File: config.mk
export PLATFORM = sky130hd
export DESIGN_NAME = pipe_hazard_ctrl
export DESIGN_NICKNAME = d
export VERILOG_FILES = /design/src/rtl/hz_pkg.sv /design/src/rtl/hz_src_match.sv /design/src/rtl/hz_loaduse.sv /design/src/rtl/pipe_hazard_ctrl.sv
export SDC_FILE = /design/constraint.sdc
export NUM_CORES = 1
export LEC_CHECK = 0
export BUFFER_PORTS_ARGS = -buffer_cell sky130_fd_sc_hd__buf_2
export CAP_MARGIN = 20
export CORE_AREA = 3 3 47 49
export CTS_CLUSTER_DIAMETER = 40
export DETAILED_ROUTE_END_ITERATION = 10
export DIE_AREA = 0 0 50 52
export PLACE_DENSITY_LB_ADDON = 0.12
export SYNTH_ARGS = -nofsm -noshare
export SYNTH_HDL_FRONTEND = slang
export SYNTH_SLANG_ARGS = --single-unit
File: constraint.sdc
create_clock -name clk -period 1.65 [get_ports clk]
set_input_delay 0.33 -clock clk [delete_from_list [all_inputs] [get_ports clk]]
set_output_delay 0.33 -clock clk [all_outputs]
set_load 0.01 [all_outputs]
File: src/rtl/hz_pkg.sv
package hz_pkg;
  localparam int NUM_REGS = 32;
  localparam int REG_W    = $clog2(NUM_REGS);
  localparam int NUM_SRC  = 2;

  typedef enum logic [1:0] {
    FWD_REG = 2'b00,
    FWD_WB  = 2'b01,
    FWD_MEM = 2'b10
  } fwd_sel_e;
endpackage

File: src/rtl/hz_src_match.sv
module hz_src_match
  import hz_pkg::*;
#(
  parameter int RW = REG_W
) (
  input  logic [RW-1:0] src_i,
  input  logic [RW-1:0] near_rd_i,
  input  logic          near_ok_i,
  input  logic [RW-1:0] far_rd_i,
  input  logic          far_ok_i,
  output fwd_sel_e      sel_o
);
  logic src_live;
  logic near_hit;
  logic far_hit;

  assign src_live = (src_i != '0);
  assign near_hit = src_live && near_ok_i && (near_rd_i == src_i);
  assign far_hit  = src_live && far_ok_i && (far_rd_i == src_i);

  always_comb begin
    if (near_hit)     sel_o = FWD_MEM;
    else if (far_hit) sel_o = FWD_WB;
    else              sel_o = FWD_REG;
  end
endmodule

File: src/rtl/hz_loaduse.sv
module hz_loaduse
  import hz_pkg::*;
#(
  parameter int RW = REG_W,
  parameter int NS = NUM_SRC
) (
  input  logic [NS-1:0][RW-1:0] src_i,
  input  logic [RW-1:0]         ld_rd_i,
  input  logic                  ld_wen_i,
  input  logic                  ld_flag_i,
  output logic                  hit_o
);
  logic [NS-1:0] per_src;

  for (genvar g = 0; g < NS; g++) begin : g_cmp
    assign per_src[g] = (src_i[g] != '0) && (src_i[g] == ld_rd_i);
  end

  assign hit_o = ld_wen_i && ld_flag_i && (ld_rd_i != '0) && (|per_src);
endmodule

File: src/rtl/pipe_hazard_ctrl.sv
module pipe_hazard_ctrl
  import hz_pkg::*;
#(
  parameter int RW = REG_W
) (
  input  logic          clk,
  input  logic          rst_n,
  input  logic          freeze_i,
  input  logic [RW-1:0] id_rs1_i,
  input  logic [RW-1:0] id_rs2_i,
  input  logic [RW-1:0] ex_rd_i,
  input  logic          ex_wen_i,
  input  logic          ex_load_i,
  input  logic          ex_br_taken_i,
  input  logic [RW-1:0] mem_rd_i,
  input  logic          mem_wen_i,
  output logic          stall_o,
  output logic          bubble_o,
  output logic          flush_o,
  output logic [1:0]    fwd_a_o,
  output logic [1:0]    fwd_b_o
);
  localparam int NS = NUM_SRC;

  logic [NS-1:0][RW-1:0] src;
  fwd_sel_e              sel_next [NS];
  fwd_sel_e              sel_q    [NS];
  logic                  ld_hit;
  logic                  near_ok;
  logic                  clear_sel;

  assign src[0]  = id_rs1_i;
  assign src[1]  = id_rs2_i;
  // a load result is not ready in memory stage: such a hit stalls instead
  assign near_ok = ex_wen_i && !ex_load_i;

  for (genvar g = 0; g < NS; g++) begin : g_op
    hz_src_match #(.RW(RW)) u_match (
      .src_i     (src[g]),
      .near_rd_i (ex_rd_i),
      .near_ok_i (near_ok),
      .far_rd_i  (mem_rd_i),
      .far_ok_i  (mem_wen_i),
      .sel_o     (sel_next[g])
    );

    always_ff @(posedge clk or negedge rst_n) begin
      if (!rst_n)         sel_q[g] <= FWD_REG;
      else if (!freeze_i) sel_q[g] <= clear_sel ? FWD_REG : sel_next[g];
    end
  end

  hz_loaduse #(.RW(RW), .NS(NS)) u_loaduse (
    .src_i     (src),
    .ld_rd_i   (ex_rd_i),
    .ld_wen_i  (ex_wen_i),
    .ld_flag_i (ex_load_i),
    .hit_o     (ld_hit)
  );

  // freeze masks everything; flush outranks the interlock
  always_comb begin
    flush_o  = !freeze_i && ex_br_taken_i;
    stall_o  = !freeze_i && !ex_br_taken_i && ld_hit;
    bubble_o = stall_o;
  end

  assign clear_sel = flush_o || bubble_o;
  assign fwd_a_o   = sel_q[0];
  assign fwd_b_o   = sel_q[1];
endmodule

==> metrics, run 1 <==
Cell variety after synth 19; top cells by area, synth xor2_1, dfrtp_1, nand2_1, nor3_1, nor2_1; reg-to-reg slack, setup 1.01 ns; PnR worst setup slack -0.0396 ns; post-synthesis register bit count 4; Synth Instances 61; synth warn 0; setup_tns -0.0787 ns; mapped cell area 494 um2; routed len/inst 10.8 um; Place WS -0.0935 ns; RSZ-0062 raised after global routing yes; clk_lat worst skew 0.24 ns; syn_nets 88; largest buffer count on any clock path 2; Setup Crit Path Kind in -> out; I/O pins 34; count leader, synth xor2_1; EDFF count, synth 0; fraction of registers with async set or reset after synthesis 100%; number of vias per cell 4.36; crit end category primary output; Worst EP arrival 1.36 ns; CP Capture Point bubble_o; CTS tree built; Main synth FF type dfrtp_1; Detailed Route Iter0 Violations 5; worst-path fanout max 3; layout cells sized above 1 50.9%; DR vias 580; GPL Wtd Cong 0.729; die width 50 um; number of setup violations in the final report 2; nets 135; status finished, violations left; largest net degree at the start of global routing 9; DRT antenna net count 0; max-slew violation count 0; clock sinks 4; Tot GR Track Use 12.5%; Initial Util 26.0%; r2r startpoint fwd_b_o[0]; number of global-route vias before repair 572; row count 16; Worst VDD drop 0.357 mV; total detailed-routing wirelength 1440 um; dpl cell area 748 um2; crit start category primary input; worst flop-to-flop path endpoint fwd_b_o[0]; P_leak 0.399 nW; die area 2600 um2; Final Power 0.000369 W; antenna violations before repair 0; max frequency 592 MHz; Max Cap Viol 0; total grt overflow 0; Hold Crit Class in -> reg; H-Tree Depth 1; crit share post-route 102%; Yosys top cell by area xor2_1; R2R cell count 2; Slew headroom 79.3%; post-route core utilization 43.1%; sequential-to-total area share from yosys stat 20.3%; Critical Path Source ex_rd_i[4]; first-pass GRT wire length 2400 um; Layout Skew 0 ns; first drt pass iteration count 3; Design Area, Final 820 um2; CTS buffer count 3; core area 1900 um2; Reg clk slew, reported paths 0.03 ns; syn_area_per_cell 8.10 um2; most frequent cells after synthesis xor2_1, nand2_1, nor2_1; Period minus WS final 1.69 ns; root buf cell clkbuf_4; Pwr Density 450 nW/um2; Syn-to-layout area delta 65.8%; DRC viols 0; buffers added on ports 33; violations in the final reports setup timing; Final Hold Vio Count 0; fillers 211; Worst EP required 1.32 ns; n_diodes 0; die height 52 um; post-synth top area share 31.9%; worst slew pin tran 0.306 ns
## through the flow
stage | std cells | hold WS [ns]
4_1_cts | 133 | 0.318
6_report | 133 | 0.322
5_1_grt | 133 | 0.331
3_5_place_dp | 128 | 0.138
2_1_floorplan | 61 | 0.0344
3_3_place_gp | 128 | 0.136
## cells in the final DEF, fill, tap and decap left out, drive strengths merged
| master | instances |
|---|---|
| buf | 43 |
| xor2 | 18 |
| nand2 | 9 |
| nor2 | 7 |
| nor3 | 6 |
| dfrtp | 4 |
| clkbuf | 3 |
| o41ai | 3 |
| xnor2 | 2 |
| nand3 | 2 |
| o2111ai | 2 |
| nor2b | 1 |
| or4 | 1 |
| a21oi | 1 |
| or2b | 1 |
| o31ai | 1 |
| nand4 | 1 |
| dlygate4sd3 | 1 |
## worst min-delay path by stage
stage | cells past startpoint | endpoint | from | slack [ns]
floorplan | 0 | fwd_a_o[0] | rst_n | 0.03
global placement | 1 | fwd_a_o[1] | rst_n | 0.14
detailed placement | 1 | fwd_b_o[1] | rst_n | 0.14
CTS | 2 | fwd_b_o[1] | ex_br_taken_i | 0.32
global route | 2 | fwd_b_o[1] | ex_br_taken_i | 0.33
finish | 2 | fwd_b_o[1] | ex_br_taken_i | 0.32
## timing repair
action	in CTS	in global routing
setup buffers	1	0
hold buffers	1	0
setup endpoints to repair	2	2
endpoints found under the hold margin	4	0
resized for setup	5	3
pin swaps	3	3
## report_power, final
group          switching [W]  internal (W)  total [W]
sequential       0.000000374     0.0000995  0.0000999
combinational      0.0000726     0.0000749   0.000148
clock              0.0000400     0.0000813   0.000121
total               0.000113      0.000256   0.000369
## routing by layer
metal	part of all wire (%)	track usage (%)	wire length, um
met3	6.8	5.44	98
met1	47	15.6	678
met5	0	0	0
met4	0.49	2.76	7
met2	45	19.6	651
## flip-flops by register name, indices dropped and copies added (netlist names)
name     count
fwd_a_o      2
fwd_b_o      2
## cells by family (layout without fill, tap and decap cells)
kind of cell	Yosys count	in the layout	synth area share, %
xor+xnor	20	20	35.4
buf+inv	2	47	2.53
flops	4	4	20.3
compound gates	7	7	14.9
simple gates	28	28	26.8
## layout make-up
cell class              instances  area [um2]  share of cell area (%)
multi-input cells              55         397                    48.4
repair buffers                 44         267                    32.5
flip-flops and latches          4         100                    12.2
well taps                      27        33.8                    4.12
clock buffers                   3        22.5                    2.75
## worst max-delay path: stages
cell and delay, ns:
buf_8 0.10, or4_4 0.53, o2111ai_2 0.19, a21oi_2 0.06, buf_2 0.14
(Power assumes the default switching activity.)
==> inputs of run 2 (changes only) <==
- CTS_BUF_LIST: not set -> sky130_fd_sc_hd__clkbuf_8
==> run 2 against run 1 <==
The flow still finishes with violations (setup timing). Critical endpoint unchanged. Final cell count is the same. Sequential share of layout area shrank 0.27 points. Clock-buffer cell count is the same. Largest cell class unchanged. Hold slack gained 0.019 ns.
==> metrics, run 2 (same netlist as run 1, synthesis figures left out) <==
status finished, violations left; violations in the final reports setup timing; CTS tree built; crit-path leading delay family simple AND/OR/NAND/NOR gates; post-route core utilization 44.1%; Max Cap Viol 0; WP depth 5; buffers and inverters on the worst path 2; Crit-path slowest cell or4_4; worst flop-to-flop path endpoint fwd_b_o[0]; number of setup violations in the final report 2; PnR worst setup slack -0.0396 ns; reg-to-reg slack, setup 1.01 ns; die width 50 um; CTS buffer count 3; Initial Util 26.0%; Slew headroom 79.3%; die height 52 um; slowest cell delay on critical path 0.53 ns; root buf cell clkbuf_8; RSZ-0062 raised after global routing yes; antenna violations before repair 0; I/O pins 34; Worst VDD drop 0.444 mV; Layout Skew 0 ns; buffers added on ports 33; die area 2600 um2; Period minus WS final 1.69 ns; Finished Layout Cells 133; GPL Wtd Cong 0.729; DRT antenna net count 0; Setup Crit Path Kind in -> out; max frequency 592 MHz; fillers 207; Worst EP required 1.32 ns; area occupied by multi-input gates 397 um2; core area 1900 um2; Reg clk slew, reported paths 0.03 ns; CP Capture Point bubble_o; layout cells sized above 1 50.9%; number of global-route vias before repair 567; clock sinks 4; worst slew pin tran 0.306 ns; routed len/inst 11.2 um; most common cell after layout, fill and taps aside buf_2; Pwr Density 542 nW/um2; most frequent cells in the layout buf_2, xor2_1, buf_4, nand2_1, nor2_1; CP cell instances buf_8 -> or4_4 -> o2111ai_2 -> a21oi_2 -> buf_2; number of vias per cell 4.35; Syn-to-layout area delta 69.6%; crit end category primary output; row count 16; Worst EP arrival 1.36 ns; R2R cell count 2; register area 100 um2; n_diodes 0; DRC viols 0; crit start category primary input; total detailed-routing wirelength 1480 um; nets 135; first drt pass iteration count 3; crit share post-route 102%; Place WS -0.0935 ns; P_leak 0.406 nW; DR vias 579; dpl cells 128; Hold Crit Class in -> reg; Final Hold Vio Count 0; total grt overflow 0; H-Tree Depth 1; Critical Path Source ex_rd_i[4]; Detailed Route Iter0 Violations 5; worst-path fanout max 3; first-pass GRT wire length 2410 um; clk_lat worst skew 0.22 ns; largest buffer count on any clock path 2; worst hold stages 2; max-slew violation count 0; largest net degree at the start of global routing 9; r2r startpoint fwd_b_o[0]; Tot GR Track Use 12.8%
run 2: cell counts in the layout (fill, tap and decap cells not counted):
Identical to the previous run, type by type.
run 2: metal layers:
metal,track usage [%],vias up,share of wire [%]
li1,-,303,-
met1,15.8,249,46
met2,19.1,23,44
met3,3.72,4,6.0
met4,8.29,0,3.2
met5,0,-,0
run 2: worst min-delay path by stage:
stage | from | end
detailed placement | rst_n | fwd_b_o[1]
global placement | rst_n | fwd_a_o[1]
CTS | ex_br_taken_i | fwd_b_o[1]
finish | ex_br_taken_i | fwd_b_o[1]
floorplan | rst_n | fwd_a_o[0]
global route | ex_br_taken_i | fwd_b_o[1]
run 2: worst register-to-register path: stages (launching register included):
cell and delay, ns:
dfrtp_1 0.37, nand2_1 0.09, o41ai_2 0.07
run 2: area by class of cell:
type,count,area share (%)
clock buffer,3,4.93
timing repair buffer,44,31.8
tap,27,4.03
multi-input combinational,55,47.3
sequential,4,11.9
run 2: report_power, final:
part           total, W  switching, W  leakage [nW]  internal [W]
Combinational  0.000148     0.0000734         0.329     0.0000749
Sequential     0.000100   0.000000380        0.0558     0.0000997
Clock          0.000206     0.0000509        0.0216      0.000155
Total          0.000455      0.000125         0.406      0.000330
run 2: per-stage QoR:
stage	total power, W	setup TNS [ns]	hold slack, ns	instance area [um2]
4_1_cts	0.000459	-0.139	0.340	823
5_1_grt	0.000489	-0.142	0.367	838
3_5_place_dp	0.000238	-0.274	0.138	748
2_1_floorplan	0.000159	0	0.0344	494
6_report	0.000455	-0.0788	0.341	838
3_3_place_gp	0.000238	-0.310	0.136	748
run 2: what timing repair did:
| action | CTS | global route |
|---|---|---|
| endpoints found under the hold margin | 4 | 0 |
| setup endpoints to repair | 2 | 3 |
| buffers inserted | 1 | 0 |
| gates resized for setup | 5 | 3 |
| pin swaps | 3 | 3 |
| cloned | 0 | 0 |
| hold buffers | 1 | 0 |
==> inputs of run 3 (changes only) <==
- GPL_TIMING_DRIVEN: not set -> 0
==> run 3 against run 2 <==
The run still ends with setup timing left. Global-route usage shrank 1.1 points. Clock power about the same. Critical path depth up 1. Clock-buffer cell count unchanged. Register-to-register slack is essentially flat. Wire length rose by 2.2%. Combinational power about the same. Die area unchanged. Critical path type unchanged.
==> metrics, run 3 (same netlist as run 1, synthesis figures left out) <==
status finished, violations left; violations in the final reports setup timing; Worst EP required 1.32 ns; GPL Wtd Cong 0.683; buffers added on ports 32; clk_lat worst skew 0.22 ns; largest net degree at the start of global routing 9; number of global-route vias before repair 540; worst hold stages 2; Max Cap Viol 0; total grt overflow 0; Setup Crit Path Kind in -> out; register area 100 um2; CTS buffer count 3; dpl cells 120; routed len/inst 11.7 um; Min Hold Slack 0.351 ns; Slew headroom 80.3%; area occupied by multi-input gates 408 um2; DRC viols 0; Syn-to-layout area delta 69.4%; root buf cell clkbuf_8; row count 16; Layout Skew 0 ns; largest buffer count on any clock path 2; number of setup violations in the final report 2; antenna violations before repair 0; Pwr Density 540 nW/um2; Period minus WS final 1.80 ns; first-pass GRT wire length 2230 um; die width 50 um; Worst EP arrival 1.47 ns; DRT antenna net count 0; worst slew pin tran 0.292 ns; Finished Layout Cells 130; Tot GR Track Use 11.7%; number of vias per cell 4.45; Hold Startpoint ex_br_taken_i; H-Tree Depth 1; crit end category primary output; max-slew violation count 0; first drt pass iteration count 4; die height 52 um; max frequency 555 MHz; RSZ-0062 raised after global routing yes; r2r startpoint fwd_b_o[0]; total detailed-routing wirelength 1520 um; P_leak 0.398 nW; worst hold endpoint fwd_b_o[1]; CTS tree built; core area 1900 um2; crit share post-route 109%; worst flop-to-flop path endpoint fwd_b_o[0]; Place WS -0.204 ns; reg-to-reg slack, setup 1.00 ns; worst-path fanout max 3; Hold Crit Class in -> reg; die area 2600 um2; layout cells sized above 1 49.5%; Final Hold Vio Count 0; Worst VDD drop 0.477 mV; Detailed Route Iter0 Violations 5; post-route core utilization 44.0%; PnR worst setup slack -0.152 ns; clock sinks 4; nets 132; Reg clk slew, reported paths 0.03 ns; DR vias 579; most frequent cells in the layout buf_2, xor2_1, nand2_1, nor2_1, buf_4; most common cell after layout, fill and taps aside buf_2; I/O pins 34; Initial Util 26.0%; R2R cell count 2; crit start category primary input; n_diodes 0; fillers 195
run 3: cell types whose count changed in the layout (fill, tap and decap cells not counted), sizes merged:
cell    before  now
buf         43   39
clkbuf       3    4
run 3: critical path, stage by stage:
cell	delay (ns)
buf_8	0.09
or4_4	0.55
o2111ai_4	0.20
a21oi_2	0.06
buf_4	0.13
buf_6	0.11
run 3: metrics by stage:
stage | setup TNS, ns | power (W) | area (um2)
4_1_cts | -0.221 | 0.000446 | 790
3_5_place_dp | -0.397 | 0.000223 | 688
5_1_grt | -0.285 | 0.000485 | 837
6_report | -0.203 | 0.000452 | 837
3_3_place_gp | -0.434 | 0.000223 | 688
2_1_floorplan | 0 | 0.000159 | 494
run 3: where the power goes:
group | switching, W | total [W] | internal, W
Sequential | 0.000000365 | 0.000100 | 0.0000996
Clock | 0.0000514 | 0.000207 | 0.000156
Combinational | 0.0000742 | 0.000145 | 0.0000713
Total | 0.000126 | 0.000452 | 0.000326
run 3: cell type report:
class,instances,share of cell area (%)
Clock buffer,3,4.93
Timing Repair Buffer,39,28.8
Tap cell,27,4.04
Buffer,2,1.49
Multi-Input combinational cell,55,48.7
Sequential cell,4,12.0
run 3: repair_timing:
action                     in CTS  in global routing
setup endpoints to repair       2                  2
hold endpoints to repair        4                  0
hold buffers                    1                  0
resized for setup               7                  4
buffers inserted                3                  3
pin swaps                       4                  8
run 3: per-layer routing:
metal | vias up | part of all wire, % | GRT usage (%)
met2 | 23 | 45 | 17.4
met3 | 4 | 7.1 | 4.30
met4 | 0 | 2.0 | 6.91
met5 | - | 0 | 0
met1 | 256 | 45 | 14.2
li1 | 296 | - | -
run 3: worst max-delay path by stage:
stage | startpoint | to | slack [ns] | depth (start not counted)
2_1_floorplan | id_rs2_i[1] | stall_o | 0.06 | 5
3_3_place_gp | id_rs2_i[1] | stall_o | -0.22 | 7
3_5_place_dp | ex_rd_i[0] | stall_o | -0.20 | 7
4_1_cts | ex_rd_i[4] | stall_o | -0.16 | 6
5_1_grt | ex_rd_i[2] | stall_o | -0.18 | 6
6_report | ex_rd_i[2] | stall_o | -0.15 | 6
